$ cat src/rtl/lic_regbank_pkg.sv
package lic_regbank_pkg;

  localparam int LIC_DW       = 32;
  localparam int LIC_IDX_W    = 6;
  localparam int LIC_NUM_LVT  = 6;
  localparam int LIC_LVT_BASE = 8;

  // fixed register indices
  localparam int IX_ID    = 0;
  localparam int IX_VER   = 1;
  localparam int IX_LDEST = 2;
  localparam int IX_DFMT  = 3;
  localparam int IX_SPUR  = 4;
  localparam int IX_ESR   = 5;
  localparam int IX_STATE = 6;

  // write rules
  localparam logic [LIC_DW-1:0] LDEST_KEEP_DEF = 32'hFF00_0000;
  localparam logic [LIC_DW-1:0] DFMT_FORCE_DEF = 32'h0FFF_FFFF;
  localparam logic [LIC_DW-1:0] DFMT_RST_DEF   = 32'hFFFF_FFFF;
  localparam logic [LIC_DW-1:0] LVT_RO_DEF     = 32'h0000_5000;

  // internal state word bit positions
  localparam int ST_HS_BIT = 0;
  localparam int ST_EN_BIT = 8;

  typedef struct packed {
    logic id;
    logic ver;
    logic ldest;
    logic dfmt;
    logic spur;
    logic esr;
    logic state;
  } fix_sel_t;

endpackage

$ cat src/rtl/lic_rst_sync.sv
module lic_rst_sync #(
  parameter int STAGES = 2
) (
  input  logic clk,
  input  logic rst_n_async,
  output logic rst_n_sync
);

  logic [STAGES-1:0] sh_q;

  always_ff @(posedge clk or negedge rst_n_async) begin
    if (!rst_n_async) sh_q <= '0;
    else              sh_q <= {sh_q[STAGES-2:0], 1'b1};
  end

  assign rst_n_sync = sh_q[STAGES-1];

endmodule

$ cat src/rtl/lic_regbank_decode.sv
module lic_regbank_decode
  import lic_regbank_pkg::*;
#(
  parameter int IDX_W    = LIC_IDX_W,
  parameter int NUM_LVT  = LIC_NUM_LVT,
  parameter int LVT_BASE = LIC_LVT_BASE
) (
  input  logic [IDX_W-1:0]   idx_i,
  output fix_sel_t           fix_sel_o,
  output logic [NUM_LVT-1:0] lvt_sel_o,
  output logic               hit_o
);

  always_comb begin
    fix_sel_o = '0;
    case (idx_i)
      IDX_W'(IX_ID):    fix_sel_o.id    = 1'b1;
      IDX_W'(IX_VER):   fix_sel_o.ver   = 1'b1;
      IDX_W'(IX_LDEST): fix_sel_o.ldest = 1'b1;
      IDX_W'(IX_DFMT):  fix_sel_o.dfmt  = 1'b1;
      IDX_W'(IX_SPUR):  fix_sel_o.spur  = 1'b1;
      IDX_W'(IX_ESR):   fix_sel_o.esr   = 1'b1;
      IDX_W'(IX_STATE): fix_sel_o.state = 1'b1;
      default: ;
    endcase
  end

  for (genvar k = 0; k < NUM_LVT; k++) begin : g_lvt_dec
    assign lvt_sel_o[k] = (idx_i == IDX_W'(LVT_BASE + k));
  end

  assign hit_o = (|fix_sel_o) | (|lvt_sel_o);

endmodule

$ cat src/rtl/lic_regbank_wmask.sv
module lic_regbank_wmask
  import lic_regbank_pkg::*;
#(
  parameter int              DW         = LIC_DW,
  parameter int              NUM_LVT    = LIC_NUM_LVT,
  parameter logic [DW-1:0]   LDEST_KEEP = LDEST_KEEP_DEF,
  parameter logic [DW-1:0]   DFMT_FORCE = DFMT_FORCE_DEF,
  parameter logic [DW-1:0]   LVT_RO     = LVT_RO_DEF
) (
  input  logic [DW-1:0]              wdata_i,
  input  logic [NUM_LVT-1:0][DW-1:0] lvt_old_i,
  output logic [DW-1:0]              ldest_new_o,
  output logic [DW-1:0]              dfmt_new_o,
  output logic [NUM_LVT-1:0][DW-1:0] lvt_new_o
);

  assign ldest_new_o = wdata_i & LDEST_KEEP;
  assign dfmt_new_o  = wdata_i | DFMT_FORCE;

  for (genvar k = 0; k < NUM_LVT; k++) begin : g_lvt_mask
    assign lvt_new_o[k] = (wdata_i & ~LVT_RO) | (lvt_old_i[k] & LVT_RO);
  end

endmodule

$ cat src/rtl/lic_regbank_flags.sv
module lic_regbank_flags
  import lic_regbank_pkg::*;
#(
  parameter int DW = LIC_DW
) (
  input  logic          clk,
  input  logic          rst_n,
  input  logic          wr_spur_i,
  input  logic          wr_esr_i,
  input  logic          rd_esr_i,
  input  logic          en_bit_i,
  output logic [DW-1:0] state_o
);

  logic hs_q, hs_d, hs_ce;
  logic en_q, en_d, en_ce;

  always_comb begin
    hs_ce = wr_esr_i | rd_esr_i;
    en_ce = wr_spur_i;
    hs_d  = hs_q;
    en_d  = en_q;
    if (wr_esr_i)      hs_d = ~hs_q;
    else if (rd_esr_i) hs_d = 1'b0;
    if (wr_spur_i)     en_d = en_bit_i;
  end

  always_ff @(posedge clk or negedge rst_n) begin
    if (!rst_n) begin
      hs_q <= 1'b0;
      en_q <= 1'b0;
    end else begin
      if (hs_ce) hs_q <= hs_d;
      if (en_ce) en_q <= en_d;
    end
  end

  always_comb begin
    state_o            = '0;
    state_o[ST_HS_BIT] = hs_q;
    state_o[ST_EN_BIT] = en_q;
  end

  // an error-status write flips the handshake flag
  assert_esr_toggle_R8: assert property (@(posedge clk) disable iff (!rst_n)
    wr_esr_i |=> (hs_q != $past(hs_q)));

  // a read without a concurrent write clears the handshake flag
  assert_esr_read_clear_R7: assert property (@(posedge clk) disable iff (!rst_n)
    (rd_esr_i && !wr_esr_i) |=> !hs_q);

  // enable follows bit 8 of the spurious-vector write
  assert_spur_enable_R6: assert property (@(posedge clk) disable iff (!rst_n)
    wr_spur_i |=> (en_q == $past(en_bit_i)));

endmodule

$ cat src/rtl/lic_regbank.sv
module lic_regbank
  import lic_regbank_pkg::*;
#(
  parameter int            DW            = LIC_DW,
  parameter int            IDX_W         = LIC_IDX_W,
  parameter int            NUM_LVT       = LIC_NUM_LVT,
  parameter int            LVT_BASE      = LIC_LVT_BASE,
  parameter logic [DW-1:0] LDEST_KEEP    = LDEST_KEEP_DEF,
  parameter logic [DW-1:0] DFMT_FORCE    = DFMT_FORCE_DEF,
  parameter logic [DW-1:0] DFMT_RST      = DFMT_RST_DEF,
  parameter logic [DW-1:0] LVT_RO        = LVT_RO_DEF,
  parameter logic [DW-1:0] VERSION_VALUE = '0
) (
  input  logic             clk,
  input  logic             rst_n,
  input  logic [IDX_W-1:0] idx_i,
  input  logic             wr_en_i,
  input  logic [DW-1:0]    wdata_i,
  input  logic             rd_en_i,
  output logic [DW-1:0]    rdata_o,
  output logic             rvalid_o,
  output logic             err_o
);

  logic rst_n_int;

  lic_rst_sync #(.STAGES(2)) u_rst_sync (
    .clk         (clk),
    .rst_n_async (rst_n),
    .rst_n_sync  (rst_n_int)
  );

  // ---------------- decode ----------------
  fix_sel_t           fix_sel;
  logic [NUM_LVT-1:0] lvt_sel;
  logic               hit;

  lic_regbank_decode #(
    .IDX_W    (IDX_W),
    .NUM_LVT  (NUM_LVT),
    .LVT_BASE (LVT_BASE)
  ) u_decode (
    .idx_i     (idx_i),
    .fix_sel_o (fix_sel),
    .lvt_sel_o (lvt_sel),
    .hit_o     (hit)
  );

  // ---------------- storage ----------------
  logic [DW-1:0]              id_q, ldest_q, dfmt_q, spur_q, esr_q;
  logic [NUM_LVT-1:0][DW-1:0] lvt_q;
  logic [DW-1:0]              ldest_new, dfmt_new;
  logic [NUM_LVT-1:0][DW-1:0] lvt_new;
  logic [DW-1:0]              state_word;

  lic_regbank_wmask #(
    .DW         (DW),
    .NUM_LVT    (NUM_LVT),
    .LDEST_KEEP (LDEST_KEEP),
    .DFMT_FORCE (DFMT_FORCE),
    .LVT_RO     (LVT_RO)
  ) u_wmask (
    .wdata_i     (wdata_i),
    .lvt_old_i   (lvt_q),
    .ldest_new_o (ldest_new),
    .dfmt_new_o  (dfmt_new),
    .lvt_new_o   (lvt_new)
  );

  logic id_ce, ldest_ce, dfmt_ce, spur_ce, esr_ce;
  logic [NUM_LVT-1:0] lvt_ce;

  always_comb begin
    id_ce    = wr_en_i & fix_sel.id;
    ldest_ce = wr_en_i & fix_sel.ldest;
    dfmt_ce  = wr_en_i & fix_sel.dfmt;
    spur_ce  = wr_en_i & fix_sel.spur;
    esr_ce   = wr_en_i & fix_sel.esr;
    lvt_ce   = {NUM_LVT{wr_en_i}} & lvt_sel;
  end

  always_ff @(posedge clk or negedge rst_n_int) begin
    if (!rst_n_int) begin
      id_q    <= '0;
      ldest_q <= '0;
      dfmt_q  <= DFMT_RST;
      spur_q  <= '0;
      esr_q   <= '0;
    end else begin
      if (id_ce)    id_q    <= wdata_i;
      if (ldest_ce) ldest_q <= ldest_new;
      if (dfmt_ce)  dfmt_q  <= dfmt_new;
      if (spur_ce)  spur_q  <= wdata_i;
      if (esr_ce)   esr_q   <= wdata_i;
    end
  end

  for (genvar k = 0; k < NUM_LVT; k++) begin : g_lvt_reg
    always_ff @(posedge clk or negedge rst_n_int) begin
      if (!rst_n_int)     lvt_q[k] <= '0;
      else if (lvt_ce[k]) lvt_q[k] <= lvt_new[k];
    end

    // protected bits survive any write to this vector entry
    assert_lvt_ro_hold_R5: assert property (@(posedge clk) disable iff (!rst_n_int)
      lvt_ce[k] |=> ((lvt_q[k] & LVT_RO) == ($past(lvt_q[k]) & LVT_RO)));
  end

  // ---------------- internal flags ----------------
  lic_regbank_flags #(.DW(DW)) u_flags (
    .clk       (clk),
    .rst_n     (rst_n_int),
    .wr_spur_i (spur_ce),
    .wr_esr_i  (esr_ce),
    .rd_esr_i  (rd_en_i & fix_sel.esr),
    .en_bit_i  (wdata_i[ST_EN_BIT]),
    .state_o   (state_word)
  );

  // ---------------- read path ----------------
  logic [DW-1:0] rd_mux;

  always_comb begin
    rd_mux = '0;
    if (fix_sel.id)    rd_mux = id_q;
    if (fix_sel.ver)   rd_mux = VERSION_VALUE;
    if (fix_sel.ldest) rd_mux = ldest_q;
    if (fix_sel.dfmt)  rd_mux = dfmt_q;
    if (fix_sel.spur)  rd_mux = spur_q;
    if (fix_sel.esr)   rd_mux = esr_q;
    if (fix_sel.state) rd_mux = state_word;
    for (int k = 0; k < NUM_LVT; k++) begin
      if (lvt_sel[k]) rd_mux = lvt_q[k];
    end
  end

  logic [DW-1:0] rdata_q, rdata_d;
  logic          rdata_ce;
  logic          rvalid_q, err_q, err_d;

  always_comb begin
    rdata_ce = rd_en_i;
    rdata_d  = rd_mux;
    err_d    = (rd_en_i | wr_en_i) & ~hit;
  end

  always_ff @(posedge clk or negedge rst_n_int) begin
    if (!rst_n_int) begin
      rdata_q  <= '0;
      rvalid_q <= 1'b0;
      err_q    <= 1'b0;
    end else begin
      if (rdata_ce) rdata_q <= rdata_d;
      rvalid_q <= rd_en_i;
      err_q    <= err_d;
    end
  end

  assign rdata_o  = rdata_q;
  assign rvalid_o = rvalid_q;
  assign err_o    = err_q;

  // ---------------- assertions ----------------
  // only the kept byte survives a logical-destination write
  assert_ldest_mask_R2: assert property (@(posedge clk) disable iff (!rst_n_int)
    ldest_ce |=> (ldest_q == ($past(wdata_i) & LDEST_KEEP)));

  // low field forced to ones on a destination-format write
  assert_dfmt_force_R3: assert property (@(posedge clk) disable iff (!rst_n_int)
    dfmt_ce |=> (dfmt_q == ($past(wdata_i) | DFMT_FORCE)));

  // version read returns the fixed value regardless of earlier writes
  assert_version_fixed_R4: assert property (@(posedge clk) disable iff (!rst_n_int)
    (rd_en_i && fix_sel.ver) |=> (rdata_o == VERSION_VALUE));

  // unimplemented access flags an error and reads as zero
  assert_unimpl_err_R9: assert property (@(posedge clk) disable iff (!rst_n_int)
    ((rd_en_i || wr_en_i) && !hit) |=> (err_o && (!rvalid_o || rdata_o == '0)));

  // an unimplemented write leaves the stored registers alone
  assert_unimpl_nochange_R9: assert property (@(posedge clk) disable iff (!rst_n_int)
    (wr_en_i && !hit) |=> ($stable(id_q) && $stable(ldest_q) && $stable(dfmt_q) &&
                           $stable(spur_q) && $stable(esr_q) && $stable(lvt_q)));

  // no error without an unimplemented access
  assert_err_quiet_R9: assert property (@(posedge clk) disable iff (!rst_n_int)
    !((rd_en_i || wr_en_i) && !hit) |=> !err_o);

  // valid follows the read strobe by exactly one cycle
  assert_rvalid_timing_R10: assert property (@(posedge clk) disable iff (!rst_n_int)
    rd_en_i |=> rvalid_o);
  assert_rvalid_quiet_R10: assert property (@(posedge clk) disable iff (!rst_n_int)
    !rd_en_i |=> !rvalid_o);

endmodule

$ cat config.mk
export PLATFORM = sky130hd
export DESIGN_NAME = lic_regbank
export DESIGN_NICKNAME = d
export VERILOG_FILES = /design/src/rtl/lic_regbank_pkg.sv /design/src/rtl/lic_rst_sync.sv /design/src/rtl/lic_regbank_decode.sv /design/src/rtl/lic_regbank_wmask.sv /design/src/rtl/lic_regbank_flags.sv /design/src/rtl/lic_regbank.sv
export SDC_FILE = /design/constraint.sdc
export NUM_CORES = 1
export LEC_CHECK = 0
export BUFFER_PORTS_ARGS = -buffer_cell sky130_fd_sc_hd__buf_2
export CAP_MARGIN = 20
export CELL_PAD_IN_SITES_DETAIL_PLACEMENT = 1
export CELL_PAD_IN_SITES_GLOBAL_PLACEMENT = 1
export CORE_MARGIN = 2
export CORE_UTILIZATION = 40
export CTS_BUF_LIST = sky130_fd_sc_hd__clkbuf_4 sky130_fd_sc_hd__clkbuf_8
export DETAILED_ROUTE_END_ITERATION = 10
export HOLD_SLACK_MARGIN = 0.1
export MAX_ROUTING_LAYER = met4
export PLACE_DENSITY = 0.66
export SKIP_CTS_REPAIR_TIMING = 1
export SYNTH_ARGS = -nofsm -noshare
export SYNTH_HDL_FRONTEND = slang
export SYNTH_SLANG_ARGS = --single-unit
$ cat constraint.sdc
create_clock -name clk -period 10.3 [get_ports clk]
set_input_delay 0.515 -clock clk [delete_from_list [all_inputs] [get_ports clk]]
set_output_delay 0.515 -clock clk [all_outputs]
set_load 0.03 [all_outputs]
==> qor.yml <==
clock_network:
  cts-root-buf: "clkbuf_8"
  worst_skew_pair.late_latency_ns: 0.63
  cts_tree: "done"
  cts-htree-levels: 2
  clock_sinks: 325
  cts_buffers: 57
  path_clk_slew_ns: 0.06
  cts_buffer_depth: 3
setup_path:
  critPathKind: "in2reg"
  rr_worst_depth: 2
  worstPathRequired_ns: 10.79
  r2r-start: "u_rst_sync.sh_q[1]"
  reg2reg_to: "lvt_q[145]"
  worstPathCellList: "buf_2, buf_4, or4b_4, nor2_2, nand2_2, mux2_2"
  worst-path-max-fanout: 58
  slowest_delay_ns: 0.84
  critPathSlowestCell: "nor2_2"
  critPathLaunchType: "input port"
  crit_buf_inv: 2
  path_delay_family: "simple AND/OR/NAND/NOR gates"
  worstPathArrival_ns: 3.97
  critPathCaptureType: "flop"
  reg2reg_slack_ns: 7.85
finish:
  area_delta_synth_final_pct: 13.3
  fin_util_pct: 45.9
  drive_gt1_share_pct: 42.9
  multiInputGateArea_mm2: 0.00588
  mostFrequentLayoutCell: "dfrtp_1"
  nNetsFinal: 1214
  seq_area_mm2: 0.00814
  most-common-layout-cells: "dfrtp_1, mux2_2, clkbuf_8"
  diodes: 0
  n_fill_cell: 3644
power:
  p_leak_uw: 0.00767
  peakVddDrop_mv: 0.0903
  cellPowerDensity_mw_per_mm2: 188
  power_uw: 3070
logic_synthesis:
  synth_seq_area_share_pct: 56.5
  avgSynthCellArea_um2: 13.0
  yosysWarnings: 0
  syn_nets: 1150
  ys_seq_elements: 325
  synth.distinct_cells: 62
  synthFlopType: "dfrtp_1"
  netlist_top_cells_area: "dfrtp_1, mux2_2, buf_2, o22ai_1, nand2_1"
  syn-cell-area_mm2: 0.0144
  synth_top_area_share_pct: 55.7
  ys_async_sr_fraction_pct: 100
  synth_edf_count: 0
  yosys.area.top_type: "dfrtp_1"
  postSynthCellCount: 1108
drt:
  wl_um: 40600
  initialDrtViolationCount: 521
  first_pass_iters: 7
  drc: 0
  vias: 9664
  detail-route-antenna-nets: 0
  wl_per_cell_um: 24.3
  via_per_inst: 5.78
timing:
  finalHoldViolations: 0
  max_freq_mhz: 287
  fin_crit_ns: 3.49
  tightest_slew_ns: 1.11
  slew_viol_final: 0
  period_share_pct: 33.9
  slew_headroom_pct: 25.5
  skew_ns: 0.0296
  setup_viol: 0
  hold_slack_ns: 0.166
  finalSetupTns_ns: 0
  rsz0062_at_grt: "false"
placed_design:
  place_hpwl_um: 24100
  gp_congestion: 0.751
  io_buffer_count: 75
min_path:
  hold_end: "spur_q[14]"
  holdCritPathClass: "in2reg"
  min_from: "wdata_i[14]"
  min_path_cells: 2
floorplanning:
  pin_count: 76
  die_x_um: 194
  die_area_mm2: 0.0376
  rows: 69
  start_util_pct: 40.5
  fp.dieH_um: 194
  core_mm2: 0.0356
grt:
  grt_max_degree: 76
  grt_pass1_vias: 10500
  grt_overflow_total: 0
  grt_antenna_before_repair: 1
  grt_pass1_wl_um: 64100
  gr-usage-all-layers_pct: 22.6
run:
  maxCapViolations: 0
status:
  status: "finished, final reports clean"
-- state kept, by name, indices dropped and copies added (netlist names) --
register and cells:
lvt_q 180, esr_q 32, id_q 32, rdata_o 32, spur_q 32, ldest_q 8
dfmt_q 4, u_rst_sync.sh_q 2, err_o 1, rvalid_o 1, u_flags.hs_q 1
-- stage by stage --
| stage | cell area [um^2] | setup WS (ns) | std cells |
|---|---|---|---|
| after global placement | 15100 | 6.21 | 1573 |
| final | 16300 | 6.81 | 1672 |
| after CTS | 16300 | 6.86 | 1671 |
| after global routing | 16300 | 6.68 | 1672 |
| after detailed placement | 15100 | 6.18 | 1573 |
| after floorplan | 14400 | 0.579 | 1108 |
-- routing by layer --
layer	global-route usage (%)	share of wire, %
met1	29.1	45
met5	-	0
met3	3.67	3.4
met2	37.7	50
met4	5.05	1.4
-- synthesized netlist by cell type (13+ instances only) --
cell type    n
dfrtp_1    321
mux2_2     287
nand2_1     55
buf_2       44
clkbuf_1    38
o21ai_0     34
o22ai_1     34
a21oi_1     32
nand3_1     21
nand4_1     19
nor2_1      18
or3_1       18
o221a_2     17
a222oi_1    16
a211oi_1    13
-- cells by family (layout without fill, tap and decap cells) --
logic type             after synthesis  in the layout  share of synthesized area (%)
and+or+nand+nor                    195            195                           7.47
other                                1              1                         0.0260
AOI/OAI and AO/OA                  195            195                           9.66
buffers and inverters               91            194                           2.88
muxes                              301            301                           23.5
DFF                                325            325                           56.5
-- cell type report --
class	instances	share of cell area, %
Clock buffer	92	7.14
Clock inverter	6	0.199
Inverter	1	0.0230
Multi-Input combinational cell	692	36.0
Sequential cell	325	49.9
Tap cell	461	3.53
Timing Repair Buffer	95	3.23
-- where the power goes --
| part | switching (uW) | total [uW] | internal (uW) | leakage [uW] |
|---|---|---|---|---|
| registers | 88.6 | 1530 | 1440 | 0.00429 |
| clock network | 532 | 1240 | 709 | 0.000640 |
| logic | 148 | 298 | 150 | 0.00274 |
| total | 769 | 3070 | 2300 | 0.00767 |
-- worst register-to-register path, stage by stage, from the launching register on --
cell and delay, ns:
dfrtp_4 0.81, buf_4 0.78, buf_4 0.81
-- worst max path at each step --
stage / slack [ns] / start / cells past startpoint / endpoint
floorplan: 0.58 / u_rst_sync.sh_q[1] / 0 / err_o
global placement: 6.21 / idx_i[0] / 6 / esr_q[17]
detailed placement: 6.18 / idx_i[0] / 6 / esr_q[15]
CTS: 6.86 / idx_i[0] / 6 / esr_q[13]
global route: 6.68 / idx_i[0] / 6 / esr_q[20]
finish: 6.81 / idx_i[0] / 6 / lvt_q[52]
(Power assumes the default switching activity.)
